File: src/rtl/prio_chan_pkg.sv
package prio_chan_pkg;
  parameter int ID_W   = 3;
  parameter int ADDR_W = 12;
  parameter int DATA_W = 16;

  // kind: 1 = response, 0 = request
  typedef struct packed {
    logic              kind;
    logic [ID_W-1:0]   peer;
    logic [ADDR_W-1:0] addr;
    logic [1:0]        state;
    logic [DATA_W-1:0] data;
  } msg_t;

  localparam int MSG_W = $bits(msg_t);
endpackage

File: src/rtl/prio_msg_fifo.sv
module prio_msg_fifo #(
  parameter int DEPTH = 4,
  parameter int WIDTH = 8
) (
  input  logic             clk,
  input  logic             rst_n,
  input  logic             push,
  input  logic [WIDTH-1:0] push_data,
  input  logic             pop,
  output logic [WIDTH-1:0] head,
  output logic             not_empty,
  output logic             not_full
);
  localparam int PTR_W = (DEPTH > 1) ? $clog2(DEPTH) : 1;
  localparam int CNT_W = $clog2(DEPTH + 1);
  localparam logic [PTR_W-1:0] LAST = PTR_W'(DEPTH - 1);
  localparam logic [CNT_W-1:0] FULL = CNT_W'(DEPTH);

  logic [WIDTH-1:0] mem [DEPTH];
  logic [PTR_W-1:0] wr_q, wr_d, rd_q, rd_d;
  logic [CNT_W-1:0] cnt_q, cnt_d;
  logic             do_push, do_pop;

  assign not_empty = (cnt_q != '0);
  assign not_full  = (cnt_q != FULL);
  assign do_push   = push & not_full;
  assign do_pop    = pop & not_empty;
  assign head      = mem[rd_q];

  always_comb begin
    wr_d  = wr_q;
    rd_d  = rd_q;
    cnt_d = cnt_q;
    if (do_push) wr_d = (wr_q == LAST) ? '0 : wr_q + 1'b1;
    if (do_pop)  rd_d = (rd_q == LAST) ? '0 : rd_q + 1'b1;
    case ({do_push, do_pop})
      2'b10:   cnt_d = cnt_q + 1'b1;
      2'b01:   cnt_d = cnt_q - 1'b1;
      default: cnt_d = cnt_q;
    endcase
  end

  always_ff @(posedge clk or negedge rst_n) begin
    if (!rst_n) begin
      wr_q  <= '0;
      rd_q  <= '0;
      cnt_q <= '0;
    end else begin
      wr_q  <= wr_d;
      rd_q  <= rd_d;
      cnt_q <= cnt_d;
    end
  end

  always_ff @(posedge clk) begin
    if (do_push) mem[wr_q] <= push_data;
  end
endmodule

File: src/rtl/prio_out_sel.sv
module prio_out_sel #(
  parameter int WIDTH = 8
) (
  input  logic             hi_avail,
  input  logic [WIDTH-1:0] hi_head,
  input  logic             lo_avail,
  input  logic [WIDTH-1:0] lo_head,
  input  logic             take,
  output logic             offer,
  output logic             offer_hi,
  output logic [WIDTH-1:0] offer_msg,
  output logic             hi_pop,
  output logic             lo_pop
);
  always_comb begin
    offer     = hi_avail | lo_avail;
    offer_hi  = hi_avail;
    offer_msg = hi_avail ? hi_head : lo_head;
    hi_pop    = take & hi_avail;
    lo_pop    = take & ~hi_avail & lo_avail;
  end
endmodule

File: src/rtl/prio_msg_channel.sv
module prio_msg_channel
  import prio_chan_pkg::*;
#(
  parameter int DEPTH_HI = 4,
  parameter int DEPTH_LO = 4
) (
  input  logic              clk,
  input  logic              rst_n,
  input  logic              in_valid,
  input  logic              in_hi,
  input  logic              in_kind,
  input  logic [ID_W-1:0]   in_peer,
  input  logic [ADDR_W-1:0] in_addr,
  input  logic [1:0]        in_state,
  input  logic [DATA_W-1:0] in_data,
  output logic              in_ready_hi,
  output logic              in_ready_lo,
  output logic              out_valid,
  input  logic              out_ready,
  output logic              out_hi,
  output logic              out_kind,
  output logic [ID_W-1:0]   out_peer,
  output logic [ADDR_W-1:0] out_addr,
  output logic [1:0]        out_state,
  output logic [DATA_W-1:0] out_data
);
  msg_t in_msg, hi_head, lo_head, sel_msg;
  logic hi_avail, lo_avail, hi_pop, lo_pop;

  always_comb begin
    in_msg.kind  = in_kind;
    in_msg.peer  = in_peer;
    in_msg.addr  = in_addr;
    in_msg.state = in_state;
    in_msg.data  = in_data;
  end

  prio_msg_fifo #(.DEPTH(DEPTH_HI), .WIDTH(MSG_W)) hi_q_i (
    .clk       (clk),
    .rst_n     (rst_n),
    .push      (in_valid & in_hi),
    .push_data (in_msg),
    .pop       (hi_pop),
    .head      (hi_head),
    .not_empty (hi_avail),
    .not_full  (in_ready_hi)
  );

  prio_msg_fifo #(.DEPTH(DEPTH_LO), .WIDTH(MSG_W)) lo_q_i (
    .clk       (clk),
    .rst_n     (rst_n),
    .push      (in_valid & ~in_hi),
    .push_data (in_msg),
    .pop       (lo_pop),
    .head      (lo_head),
    .not_empty (lo_avail),
    .not_full  (in_ready_lo)
  );

  prio_out_sel #(.WIDTH(MSG_W)) sel_i (
    .hi_avail  (hi_avail),
    .hi_head   (hi_head),
    .lo_avail  (lo_avail),
    .lo_head   (lo_head),
    .take      (out_ready),
    .offer     (out_valid),
    .offer_hi  (out_hi),
    .offer_msg (sel_msg),
    .hi_pop    (hi_pop),
    .lo_pop    (lo_pop)
  );

  assign out_kind  = sel_msg.kind;
  assign out_peer  = sel_msg.peer;
  assign out_addr  = sel_msg.addr;
  assign out_state = sel_msg.state;
  assign out_data  = sel_msg.data;
endmodule

File: config.mk
export PLATFORM = sky130hd
export DESIGN_NAME = prio_msg_channel
export DESIGN_NICKNAME = d
export VERILOG_FILES = /design/src/rtl/prio_chan_pkg.sv /design/src/rtl/prio_msg_fifo.sv /design/src/rtl/prio_out_sel.sv /design/src/rtl/prio_msg_channel.sv
export SDC_FILE = /design/constraint.sdc
export NUM_CORES = 1
export LEC_CHECK = 0
export ABC_AREA = 1
export BUFFER_PORTS_ARGS = -buffer_cell sky130_fd_sc_hd__buf_2
export CAP_MARGIN = 30
export CORE_MARGIN = 3
export CORE_UTILIZATION = 65
export CTS_CLUSTER_SIZE = 30
export DETAILED_ROUTE_END_ITERATION = 8
export GPL_ROUTABILITY_DRIVEN = 0
export PLACE_DENSITY = 0.85
export SYNTH_ARGS = -nofsm -noshare
export SYNTH_HDL_FRONTEND = slang
export SYNTH_SLANG_ARGS = --single-unit
File: constraint.sdc
create_clock -name clk -period 5.79 [get_ports clk]
set_input_delay 0.8685 -clock clk [delete_from_list [all_inputs] [get_ports clk]]
set_output_delay 0.8685 -clock clk [all_outputs]
set_load 0.05 [all_outputs]
# --- Word-level counts from Yosys, hierarchy flattened ---
# Memories as Yosys holds them, arrays and structs flattened.
# Cells that the tools add are included.
totals:
  out_inout_bits: 38
  ramBits: 272
  word_cells: 53
  input_bits: 39
  n_memories: 2
  register_bits: 14
mem_list:
  columns: ["memory", "depth", "word_bits", "read_ports", "rd_clocked_by_memory_dff", "write_ports", "line", "source"]
  rows:
  - ["hi_q_i.mem", 4, 34, 1, 0, 1, "prio_msg_fifo.sv:19", "logic [WIDTH-1:0] mem [DEPTH];"]
  - ["lo_q_i.mem", 4, 34, 1, 0, 1, "prio_msg_fifo.sv:19", null]
classes:
  n_addsub: 8
  eq_ne: 10
  muxes: 11
  bitwise_logic: 12
  reduce_logical: 4
ops:
  columns: ["op", "count"]
  rows:
  - ["two-way mux 34 bit", 1]
  - ["== test 2 bit (second input constant)", 6]
  - ["one-hot mux 3 bit (2 select lines)", 2]
  - ["AND 1 bit", 9]
  - ["adder 2 x 1 -> 2 bit (second input constant)", 4]
  - ["two-way mux 2 bit", 4]
  - ["adder 3 x 1 -> 3 bit (second input constant)", 2]
  - ["!= test 3 bit (second input constant)", 2]
  - ["nonzero test 3 bit", 2]
  - ["subtractor 3 x 1 -> 3 bit (second input constant)", 2]
  - ["== test 2 x 1 -> 1 bit (second input constant)", 2]
  - ["two-way mux 1 bit", 4]
  - ["nonzero test 2 bit", 2]
  - ["inverter 1 bit", 2]
  - ["OR 1 bit", 1]

# --- Logic depth before layout (Yosys ltp) ---
# Gate-level depths: netlist of the first run.
logic_depth:
  ltp_word: 7
  mapped_depth: 11
  mapped_depth_nobuf: 11

# --- Modules after synthesis ---
# From an unflattened synthesis of the first run, not the netlist that was laid out.
hier_totals:
  cells_unflattened: 1030
  hier_area_um2: 12155.4
by_module_without_submodules:
  columns: ["mod", "n_inst", "area_per_inst_um2", "seq_area_each_um2", "cells_each"]
  rows:
  - ["prio_msg_fifo", 2, 5810.6, 4259.1, 455]
  - ["prio_out_sel", 1, 516.7, 0.0, 116]
  - ["prio_msg_channel", 1, 17.5, 0.0, 4]

# --- Worst setup path before layout of the first run ---
# OpenSTA, ideal clock, no wires.
synth_path:
  path_type: "register to register"
  startpoint: "reg hi_q_i.cnt_q[0]"
  endpoint: "mem hi_q_i.mem[0][0] (netlist name) (enable)"
  arrival_time_ns: 2.712
  stages_incl_launch_ff: 5
  synth_period_minus_slack_ns: 3.137
  setup_time_ns: 0.425
  required_time_ns: 5.365
  path_buffers: 0
  path_slack_ns: 2.653
  cell_sequence: "dfrtp_1 -> inv_2 -> nand3_1 -> nand3_1 -> nor2_1"
synth_between:
  elab_chain_cells: 4
synth_rtl:
  columns: ["element", "line", "source"]
  rows:
  - ["start: declaration", "prio_msg_fifo.sv:21", "logic [CNT_W-1:0] cnt_q, cnt_d;"]
  - ["start signal: assignment", "prio_msg_fifo.sv:51", "cnt_q <= cnt_d;"]
  - ["!= test 3 bit", "prio_msg_fifo.sv:25", "assign not_full = (cnt_q != FULL);"]
  - ["net in_ready_hi", "prio_msg_channel.sv:16", "output logic in_ready_hi,"]
  - ["AND 1 bit", "prio_msg_fifo.sv:26", "assign do_push = push & not_full;"]
  - ["two-way mux 1 bit", "prio_msg_fifo.sv:56", "if (do_push) mem[wr_q] <= push_data;"]
  - ["two-way mux 1 bit (implied by the code)", "prio_msg_fifo.sv:56", null]
  - ["end: declaration", "prio_msg_fifo.sv:19", null]
# The timed path passes the listed nets, and every way through them passes these cells.

# --- Worst setup path after layout of the first run ---
layout_path:
  startpoint: "reg hi_q_i.cnt_q[0]"
  endpoint: "out out_kind"
layout_between:
  elab_chain_cells: 2
layout_rtl:
  columns: ["element", "line", "source"]
  rows:
  - ["nonzero test 3 bit", "prio_msg_fifo.sv:24", "assign not_empty = (cnt_q != '0);"]
  - ["two-way mux 34 bit", "prio_out_sel.sv:18", "offer_msg = hi_avail ? hi_head : lo_head;"]
  - ["end: declaration", "prio_msg_channel.sv:21", "output logic out_kind,"]
# No other way between the ends.

==> qor.yml, run 1 <==
route:
  drtPass1Iterations: 6
  top_layer_used: "met5"
  num_vias: 8079
  vias_per_cell: 5.61
  drt-total-wl_mm: 25.9
  wl_met1_mm: 9.94
  wl_per_cell_um: 18.0
  drc: 0
  drtIter0Drc: 889
  dr_wl_met3_mm: 1.93
  route.met2.wl_mm: 13.3
  ant_nets: 0
synthesis:
  ys_seq_elements: 286
  syn_inst: 1120
  synth_warnings: 0
  synth_top_area_cell: "edfxtp_1"
  syn_avg_cell_area_um2: 10.9
  yosys.cell_types.count: 23
  synth_area_um2: 12200
  synth_fp_nets: 1173
  synth.top_cell.area_share: 0.671
  ys_seq_area_frac: 0.700
  synth.area.top_cells: "edfxtp_1, nand2_1, nand3_1"
worst_setup_path:
  critPathTopFamily: "simple AND/OR/NAND/NOR gates"
  critPathMaxFanout: 37
  crit_type: "reg2out"
  cp_cell_sequence: "inv_2, nand2_2, nor2_4, nand3_1, nand2_1, buf_2"
  start_kind: "register"
  cp.arrival_ps: 2550
  critPathCaptureType: "primary output"
  cp.buffers_inverters: 2
  crit_required_ps: 4920
  cpMaxStageDelayCell: "nor2_4"
  critical_path.max_stage_delay_ps: 780
power_and_ir_drop:
  switchingPower_w: 0.00312
  power.share.clock: 0.247
  peakVddDrop_v: 0.000463
  p_leak_nw: 5.90
  internal_power_w: 0.00432
  p_comb_frac: 0.402
  power_w: 0.00744
  power_frac_seq: 0.351
  swShare: 0.419
  powerDensity_nw_per_um2: 539
layout:
  fin_nets: 1244
  fin_cells: 1441
  antenna_cells: 0
  postLayoutCoreUtil: 0.758
  design_area_um2: 13800
  fillers: 1114
  drive_above_1_share: 0.129
  area_growth_pct: 13.3
sta:
  timing.final.crit_share: 0.591
  final_hold_viol_count: 0
  slew_viol_final: 0
  min_period_ps: 3420
  setup_tns_ps: 0
  relSlewSlack: 0.307
  fmax_ghz: 0.292
  rsz0062_at_grt: "no"
  finalClockSkew_ps: 7.89
  tightest_slew_ps: 1040
  finalSetupViolCount: 0
global_routing:
  grt-ovfl-total: 0
  grt_max_degree: 72
  grt_pass1_vias: 8106
  gr-usage-all-layers: 0.259
  grt_pass1_wl_mm: 41.1
  antenna_found_initial: 1
placement:
  dp_cells: 1389
  dp_hpwl_mm: 14.7
  io_buffers: 76
  place_area_um2: 12800
die:
  die_w_um: 143
  core_area_um2: 18200
  die_y_um: 143
  start_util: 0.669
  rows: 49
  boundaryPins: 77
  die-area_um2: 20400
clock_tree:
  cts_buffer_depth: 3
  clkSlewWorstSetupHoldPaths_ps: 60
  cts_buffers: 28
  htreeDepth: 1
  clkLatencyLatePin_ps: 540
  cts_sinks: 286
  post_cts_buffers: 0
  cts_tree: "built"
  cts_root_buf: "clkbuf_16"
  hold_buffers: 0
  ctsResizeCount: 0
job:
  maxCapViolations: 0
worst_hold_path:
  worstHoldPathType: "in2async"
run_status:
  status: "complete, no violations"
flip-flops by register name (all words and copies together) (netlist names):
register and count:
hi_q_i.wr_q 2, lo_q_i.rd_q 2, lo_q_i.cnt_q 3, hi_q_i.mem 136, lo_q_i.wr_q 2, hi_q_i.rd_q 2
lo_q_i.mem 136, hi_q_i.cnt_q 3
cells in the mapped netlist:
cell	number
nand3_2	1
xor2_1	2
or2_2	1
o21ai_0	3
buf_2	34
or2_1	1
nor2_1	11
clkbuf_1	6
buf_6	6
xnor2_1	2
nand2_1	397
buf_4	4
nand3b_1	1
nand2_2	1
nand4_1	6
nand3_1	177
inv_1	159
edfxtp_1	272
dfrtp_1	14
inv_2	7
ha_1	12
fa_1	2
nor2_4	1
path summary, 6_finish.rpt:
| check | start | endpoint | slack, ps | depth (start not counted) |
|---|---|---|---|---|
| setup / recovery | hi_q_i.cnt_q[0]$_DFFE_PN0P_ | out_kind | 2370 | 6 |
| hold / removal | rst_n | lo_q_i.wr_q[0]$_DFFE_PN0P_ | 230 | 1 |
| setup reg to reg | hi_q_i.cnt_q[0]$_DFFE_PN0P_ | lo_q_i.cnt_q[1]$_DFFE_PN0P_ | 3000 | 9 |
| hold reg to reg | hi_q_i.cnt_q[0]$_DFFE_PN0P_ | hi_q_i.cnt_q[0]$_DFFE_PN0P_ | 510 | 1 |
| max in group asynchronous | rst_n | hi_q_i.rd_q[0]$_DFFE_PN0P_ | 5280 | 1 |
| min in group clk | hi_q_i.cnt_q[0]$_DFFE_PN0P_ | hi_q_i.cnt_q[0]$_DFFE_PN0P_ | 510 | 1 |
cells by family after synthesis:
group / after synthesis / synth area share
AND/OR/NAND/NOR: 597 / 0.206
buffers and inverters: 216 / 0.0750
XOR/XNOR: 4 / 0.00288
adder cells (fa/ha/maj): 14 / 0.0156
flip-flops: 286 / 0.700
AO/OA/AOI/OAI: 3 / 0.00123
area by class of cell:
| cell class | count | area (um2) | area share |
|---|---|---|---|
| Tap cell | 229 | 287 | 0.0208 |
| Clock inverter | 19 | 195 | 0.0141 |
| Sequential cell | 286 | 8520 | 0.618 |
| Timing Repair Buffer | 91 | 631 | 0.0457 |
| Inverter | 166 | 623 | 0.0452 |
| Multi-Input combinational cell | 618 | 2800 | 0.203 |
| Clock buffer | 32 | 737 | 0.0534 |
placed cells by master (no fill, tap or decap):
cell type,netlist,routed
dfrtp_2,0,2
xor2_1,2,2
fa_1,2,2
clkbuf_16,0,29
buf_4,4,7
nand2_1,397,397
dfrtp_1,14,12
inv_1,159,159
buf_16,0,5
nand4_1,6,6
nand3_2,1,1
clkbuf_1,6,3
clkinv_2,0,9
nor2_1,11,3
xnor2_1,2,2
or2_2,1,1
buf_12,0,3
nand2_2,1,1
bufinv_16,0,4
or2_1,1,1
nand3_1,177,177
edfxtp_1,272,272
nor2_4,1,9
clkinv_1,0,4
inv_2,7,7
clkinvlp_4,0,2
o21ai_0,3,3
ha_1,12,12
nand3b_1,1,1
buf_2,34,76
layer usage:
| layer | vias to the layer above | track usage |
|---|---|---|
| li1 | 3795 | - |
| met1 | 3839 | 0.333 |
| met2 | 382 | 0.450 |
| met3 | 61 | 0.0395 |
| met4 | 2 | 0.101 |
| met5 | - | 0 |
stage by stage:
stage	setup slack, ps	hold WS, ps
2_1_floorplan	2650	466
3_3_place_gp	2880	482
5_1_grt	2230	231
6_report	2370	229
4_1_cts	2230	218
3_5_place_dp	2810	500
power groups by stage:
stage / clock (W) / combinational, W / sequential (W)
floorplan: 0 / 0.00224 / 0.00263
finish: 0.00184 / 0.00299 / 0.00261
CTS: 0.00185 / 0.00299 / 0.00261
global route: 0.00193 / 0.00326 / 0.00263
global placement: 0 / 0.00284 / 0.00263
detailed placement: 0 / 0.00295 / 0.00265
worst register-to-register path, cell delays in order, from the launching register on:
cell and delay (ps):
dfrtp_1 400, inv_2 120, nand2_2 80, nor2_4 780
nand3_1 290, inv_1 140, ha_1 210, fa_1 430
nand2_1 90, o21ai_0 100
Note: power is estimated with default switching activity, not from simulation.
==> run 2, diff against run 1 <==
--- a/config.mk
+++ b/config.mk
@@ -9,11 +9,11 @@
 export BUFFER_PORTS_ARGS = -buffer_cell sky130_fd_sc_hd__buf_2
 export CAP_MARGIN = 30
 export CORE_MARGIN = 3
-export CORE_UTILIZATION = 65
+export CORE_UTILIZATION = 55
 export CTS_CLUSTER_SIZE = 30
 export DETAILED_ROUTE_END_ITERATION = 8
 export GPL_ROUTABILITY_DRIVEN = 0
-export PLACE_DENSITY = 0.85
+export PLACE_DENSITY = 0.76
 export SYNTH_ARGS = -nofsm -noshare
 export SYNTH_HDL_FRONTEND = slang
 export SYNTH_SLANG_ARGS = --single-unit
==> constraint.sdc (replaced) <==
create_clock -name clk -period 3 [get_ports clk]
set_input_delay 0.45 -clock clk [delete_from_list [all_inputs] [get_ports clk]]
set_output_delay 0.45 -clock clk [all_outputs]
set_load 0.05 [all_outputs]
==> qor.yml, run 2 (synthesis results as in run 1) <==
sta:
  setup_tns_ps: 0  # unchanged
  fmax_ghz: 0.364
  finalSetupViolCount: 0  # unchanged
  tightest_slew_ps: 806  # -231 ps
  relSlewSlack: 0.462  # +0.155
  rsz0062_at_grt: "no"
  min_period_ps: 2750
  slew_viol_final: 0  # unchanged
  final_hold_viol_count: 0  # unchanged
  fin_ws_ps: 252  # -2110 ps
  whs_ps: 196  # -33.5 ps
  timing.final.crit_share: 0.916
  finalClockSkew_ps: 8.52  # +0.634 ps
layout:
  final_cell_mix: "nand2_1, edfxtp_1, nand3_1"
  fillers: 1623  # +46%
  fin_nets: 1250  # +0.48%
  drive_above_1_share: 0.126  # -0.00248
  area_growth_pct: 12.6
  largestRegisters: "hi_q_i.mem: 136 flops, lo_q_i.mem: 136 flops"
  antenna_cells: 0  # unchanged
  final_common_cell: "nand2_1"
global_routing:
  grt_pass1_wl_mm: 39.5  # -3.8%
  grt_pass1_vias: 7701  # -5.0%
  grt-ovfl-total: 0  # unchanged
  gr-usage-all-layers: 0.206  # -0.0532
  grt_max_degree: 72  # unchanged
  antenna_found_initial: 1  # unchanged
route:
  num_vias: 7907  # -2.1%
  drtIter0Drc: 692  # -22%
  drtPass1Iterations: 5  # -1
  drc: 0  # unchanged
  wl_per_cell_um: 16.7  # -7.1%
  vias_per_cell: 5.32  # -5.2%
  drt-total-wl_mm: 24.8  # -4.2%
  ant_nets: 0  # unchanged
run_status:
  status: "complete, no violations"
clock_tree:
  cts_root_buf: "clkbuf_16"
  htreeDepth: 1  # unchanged
  clkSlewWorstSetupHoldPaths_ps: 60  # about the same
  cts_buffer_depth: 3  # unchanged
  post_cts_buffers: 0  # unchanged
  cts_sinks: 286  # unchanged
  cts_buffers: 28  # unchanged
  clkLatencyLatePin_ps: 530  # about the same
  cts_tree: "built"
die:
  rows: 53  # +8.2%
  die_y_um: 155  # +8.3%
  start_util: 0.570  # -0.0985
  die_w_um: 155  # +8.3%
  core_area_um2: 21400  # +17%
  boundaryPins: 77  # unchanged
  die-area_um2: 24000  # +17%
placement:
  io_buffers: 76  # unchanged
  dp_hpwl_mm: 14.4  # -2.4%
  dp_slack_ps: 648  # -2170 ps
power_and_ir_drop:
  peakVddDrop_v: 0.000829  # +79%
  switchingPower_w: 0.00590  # +89%
  powerDensity_nw_per_um2: 1020  # +89%
  p_leak_nw: 5.85  # -0.98%
  power_frac_seq: 0.360  # +0.009
  p_comb_frac: 0.412  # +0.010
  swShare: 0.423  # +0.00421
  power.share.clock: 0.228  # -0.019
  internal_power_w: 0.00804  # +86%
  power_w: 0.0139  # +88%
worst_setup_path:
  critPathMaxFanout: 71  # +92%
  cp.arrival_ps: 2300  # -250 ps
  crit_type: "reg2out"
  start_kind: "register"
  reg2reg_slack_ps: 650  # -2350 ps
  critPathCaptureType: "primary output"
  crit_required_ps: 2550  # -2370 ps
worst_hold_path:
  worstHoldPathType: "in2reg"
job:
  maxCapViolations: 0  # unchanged
[run 2: cell count changes in the layout (fill, tap and decap cells not counted), sizes merged]
cell	previous run	this run
buf	91	96
bufinv	4	1
clkinv	13	11
clkinvlp	2	1
dlygate4sd3	0	1
[run 2: metrics by stage]
stage | util | cells | instance area [um2]
after detailed placement | 0.603 | 1441 | 12900
after global routing | 0.642 | 1487 | 13700
after floorplan | - | 1120 | 12200
after global placement | 0.603 | 1441 | 12900
after CTS | 0.642 | 1487 | 13700
final | 0.642 | 1487 | 13700
[run 2: cell type report]
type | count | area, um2 | share of cell area
Sequential cell | 286 | 8520 | 0.622
Multi-Input combinational cell | 618 | 2800 | 0.205
Clock buffer | 32 | 737 | 0.0538
Inverter | 166 | 623 | 0.0455
Timing Repair Buffer | 97 | 591 | 0.0431
Tap cell | 275 | 344 | 0.0251
Clock inverter | 13 | 85.1 | 0.00621
[run 2: power by group through the flow]
stage               clock [W]  combinational (W)  sequential (W)
floorplan                   0            0.00432         0.00508
global placement            0            0.00562         0.00508
detailed placement          0            0.00574         0.00510
CTS                   0.00322            0.00578         0.00502
global route          0.00340            0.00627         0.00506
finish                0.00318            0.00574         0.00502
[run 2: worst max-delay path, cell delays in order, from the launching register on]
cell and delay [ps]:
dfrtp_2 370, buf_4 620, nand2_1 130, nand3_1 120, nand3_1 130, nand2_1 110, buf_2 260
[run 2: final timing paths]
path / from / to / cells after the start
min reg2reg: hi_q_i.cnt_q[0]$_DFFE_PN0P_ / hi_q_i.cnt_q[0]$_DFFE_PN0P_ / 1
max: lo_q_i.rd_q[0]$_DFFE_PN0P_ / out_addr[4] / 6
max in group asynchronous: rst_n / lo_q_i.rd_q[0]$_DFFE_PN0P_ / 2
min: in_data[13] / lo_q_i.mem[0][13]$_DFFE_PP_ / 1
max reg2reg: hi_q_i.cnt_q[0]$_DFFE_PN0P_ / hi_q_i.mem[3][30]$_DFFE_PP_ / 5
min in group asynchronous: rst_n / hi_q_i.rd_q[1]$_DFFE_PN0P_ / 2
[run 2: repair_timing]
| item | in CTS | in global routing |
|---|---|---|
| endpoints found under the hold margin | 14 | 0 |
| hold buffers | 1 | 0 |
| gates resized for setup | 0 | 0 |
[run 2: per-layer routing]
metal,global-route usage,wire length (um)
met1,0.286,10800
met2,0.351,12100
met3,0.0291,1510
met4,0.0454,408
met5,0,9
==> run 3, diff against run 2 <==
--- a/config.mk
+++ b/config.mk
@@ -9,11 +9,12 @@
 export BUFFER_PORTS_ARGS = -buffer_cell sky130_fd_sc_hd__buf_2
 export CAP_MARGIN = 30
 export CORE_MARGIN = 3
-export CORE_UTILIZATION = 55
+export CORE_UTILIZATION = 60
 export CTS_CLUSTER_SIZE = 30
 export DETAILED_ROUTE_END_ITERATION = 8
 export GPL_ROUTABILITY_DRIVEN = 0
-export PLACE_DENSITY = 0.76
+export HOLD_SLACK_MARGIN = 0.15
+export PLACE_DENSITY = 0.79
 export SYNTH_ARGS = -nofsm -noshare
 export SYNTH_HDL_FRONTEND = slang
 export SYNTH_SLANG_ARGS = --single-unit
==> constraint.sdc (replaced) <==
create_clock -name clk -period 2.9 [get_ports clk]
set_input_delay 0.435 -clock clk [delete_from_list [all_inputs] [get_ports clk]]
set_output_delay 0.435 -clock clk [all_outputs]
set_load 0.05 [all_outputs]
==> qor.yml, run 3 (synthesis results as in run 1) <==
run_status:
  status: "complete, no violations"
placement:
  io_buffers: 76  # unchanged
  dp_hpwl_mm: 14.7  # +2.3%
sta:
  final_hold_viol_count: 0  # unchanged
  finalClockSkew_ps: 10.9  # +2.34 ps
  slew_viol_final: 0  # unchanged
  timing.final.crit_share: 0.939
  tightest_slew_ps: 753  # -53.2 ps
  rsz0062_at_grt: "no"
  finalSetupViolCount: 0  # unchanged
  fmax_ghz: 0.367
  relSlewSlack: 0.497  # +0.0355
  setup_tns_ps: 0  # unchanged
  min_period_ps: 2720
worst_setup_path:
  start_kind: "register"
  critical_path.max_stage_delay_ps: 580  # -40 ps
  crit_required_ps: 2470  # -80 ps
  cp.buffers_inverters: 3  # +1
  cp.arrival_ps: 2290  # about the same
  worstRegToRegCells: 10  # +5
  critPathMaxFanout: 68  # -4.2%
  critPathCaptureType: "primary output"
  cpMaxStageDelayCell: "dfrtp_2"
  cp_num_cells: 7  # +1
  crit_type: "reg2out"
  cp_cell_sequence: "inv_2, buf_12, nand2_1, nand3_1, nand3_1, nand2_1, buf_2"
  critPathTopFamily: "buffers and inverters"
route:
  drtIter0Drc: 847  # +22%
  drt-total-wl_mm: 25.6  # +3.0%
  ant_nets: 0  # unchanged
  drc: 0  # unchanged
  wl_per_cell_um: 17.2  # +3.0%
  num_vias: 7979  # +0.91%
  drtPass1Iterations: 5  # unchanged
  vias_per_cell: 5.36  # +0.84%
clock_tree:
  clkSlewWorstSetupHoldPaths_ps: 60  # about the same
  cts_sinks: 286  # unchanged
  cts_buffer_depth: 3  # unchanged
  cts_tree: "built"
  clkLatencyLatePin_ps: 540  # about the same
  cts_buffers: 28  # unchanged
  post_cts_buffers: 0  # unchanged
  htreeDepth: 1  # unchanged
  cts_root_buf: "clkbuf_16"
  ctsResizeCount: 0  # unchanged
layout:
  postLayoutCoreUtil: 0.696  # +0.0541
  drive_above_1_share: 0.129  # +0.00295
  largestRegisters: "hi_q_i.mem: 136 flops, lo_q_i.mem: 136 flops"
  antenna_cells: 0  # unchanged
  fin_nets: 1254  # +0.32%
  final_cell_mix: "nand2_1, edfxtp_1, nand3_1"
  fillers: 1334  # -18%
  final_common_cell: "nand2_1"
  area_growth_pct: 12.7
die:
  start_util: 0.617  # +0.0473
  die_y_um: 148  # -4.1%
  die-area_um2: 22000  # -8.0%
  boundaryPins: 77  # unchanged
  rows: 51  # -3.8%
  core_area_um2: 19700  # -7.7%
  die_w_um: 148  # -4.1%
global_routing:
  antenna_found_initial: 2  # +1
  grt-ovfl-total: 0  # unchanged
  grt_max_degree: 69  # -4.2%
  grt_pass1_vias: 7952  # +3.3%
  grt_pass1_wl_mm: 41.3  # +4.5%
  gr-usage-all-layers: 0.237  # +0.0310
worst_hold_path:
  worstHoldPathType: "in2reg"
  hold_depth: 1  # unchanged
power_and_ir_drop:
  peakVddDrop_v: 0.000724  # -13%
  powerDensity_nw_per_um2: 1060  # +3.9%
  p_leak_nw: 5.88  # +0.56%
job:
  maxCapViolations: 0  # unchanged
==> run 3: changes by cell type in the layout (fill, tap and decap cells not counted) <==
cell | before | now
buf_4 | 16 | 22
clkinv_1 | 6 | 12
buf_12 | 4 | 2
clkinv_2 | 5 | 7
clkinvlp_4 | 1 | 0
==> run 3: routing by layer <==
metal  wire length, um  part of all wire  track usage
met2             12300              0.48        0.391
met1             10600              0.42        0.331
met4               479             0.019       0.0702
met3              2120             0.083       0.0390
met5                21           0.00082            0
==> run 3: power by group <==
part	internal [W]	leakage, nW	switching, W
registers	0.00503	2.63	0.000205
logic	0.00143	2.82	0.00451
clock network	0.00189	0.421	0.00144
total	0.00835	5.88	0.00616
==> run 3: worst paths after layout <==
| kind | start | endpoint | slack [ps] |
|---|---|---|---|
| worst max-delay path | lo_q_i.rd_q[0]$_DFFE_PN0P_ | out_data[1] | 180 |
| min in group asynchronous | rst_n | hi_q_i.cnt_q[1]$_DFFE_PN0P_ | 320 |
| worst min register to register | hi_q_i.cnt_q[0]$_DFFE_PN0P_ | hi_q_i.cnt_q[0]$_DFFE_PN0P_ | 500 |
| worst min-delay path | in_data[8] | hi_q_i.mem[1][8]$_DFFE_PP_ | 170 |
| worst max register to register | hi_q_i.cnt_q[0]$_DFFE_PN0P_ | hi_q_i.cnt_q[2]$_DFFE_PN0P_ | 820 |
| max in group asynchronous | rst_n | lo_q_i.rd_q[0]$_DFFE_PN0P_ | 2310 |
==> run 3: area by class of cell <==
| cell class | instances | area, um2 | share of cell area |
|---|---|---|---|
| flip-flops and latches | 286 | 8520 | 0.621 |
| multi-input cells | 618 | 2800 | 0.204 |
| clock buffers | 32 | 737 | 0.0537 |
| inverters | 166 | 623 | 0.0454 |
| repair buffers | 101 | 596 | 0.0434 |
| well taps | 265 | 332 | 0.0242 |
| clock inverters | 20 | 110 | 0.00802 |
==> run 3: per-stage QoR <==
step	cell area (um2)	hold WS (ps)	std cells	setup WS, ps	total power, W
after floorplan	12200	139	1120	-237	0.00972
after global placement	12900	359	1435	781	0.0111
after detailed placement	12900	355	1435	766	0.0112
after CTS	13700	168	1488	184	0.0146
after global routing	13700	180	1488	34.8	0.0153
final	13700	170	1488	175	0.0145
==> run 3: repair_timing <==
| action | 4_1_cts | 5_1_grt |
|---|---|---|
| hold buffers | 1 | 0 |
| endpoints found under the setup margin | 0 | 0 |
| endpoints found under the hold margin | 14 | 0 |
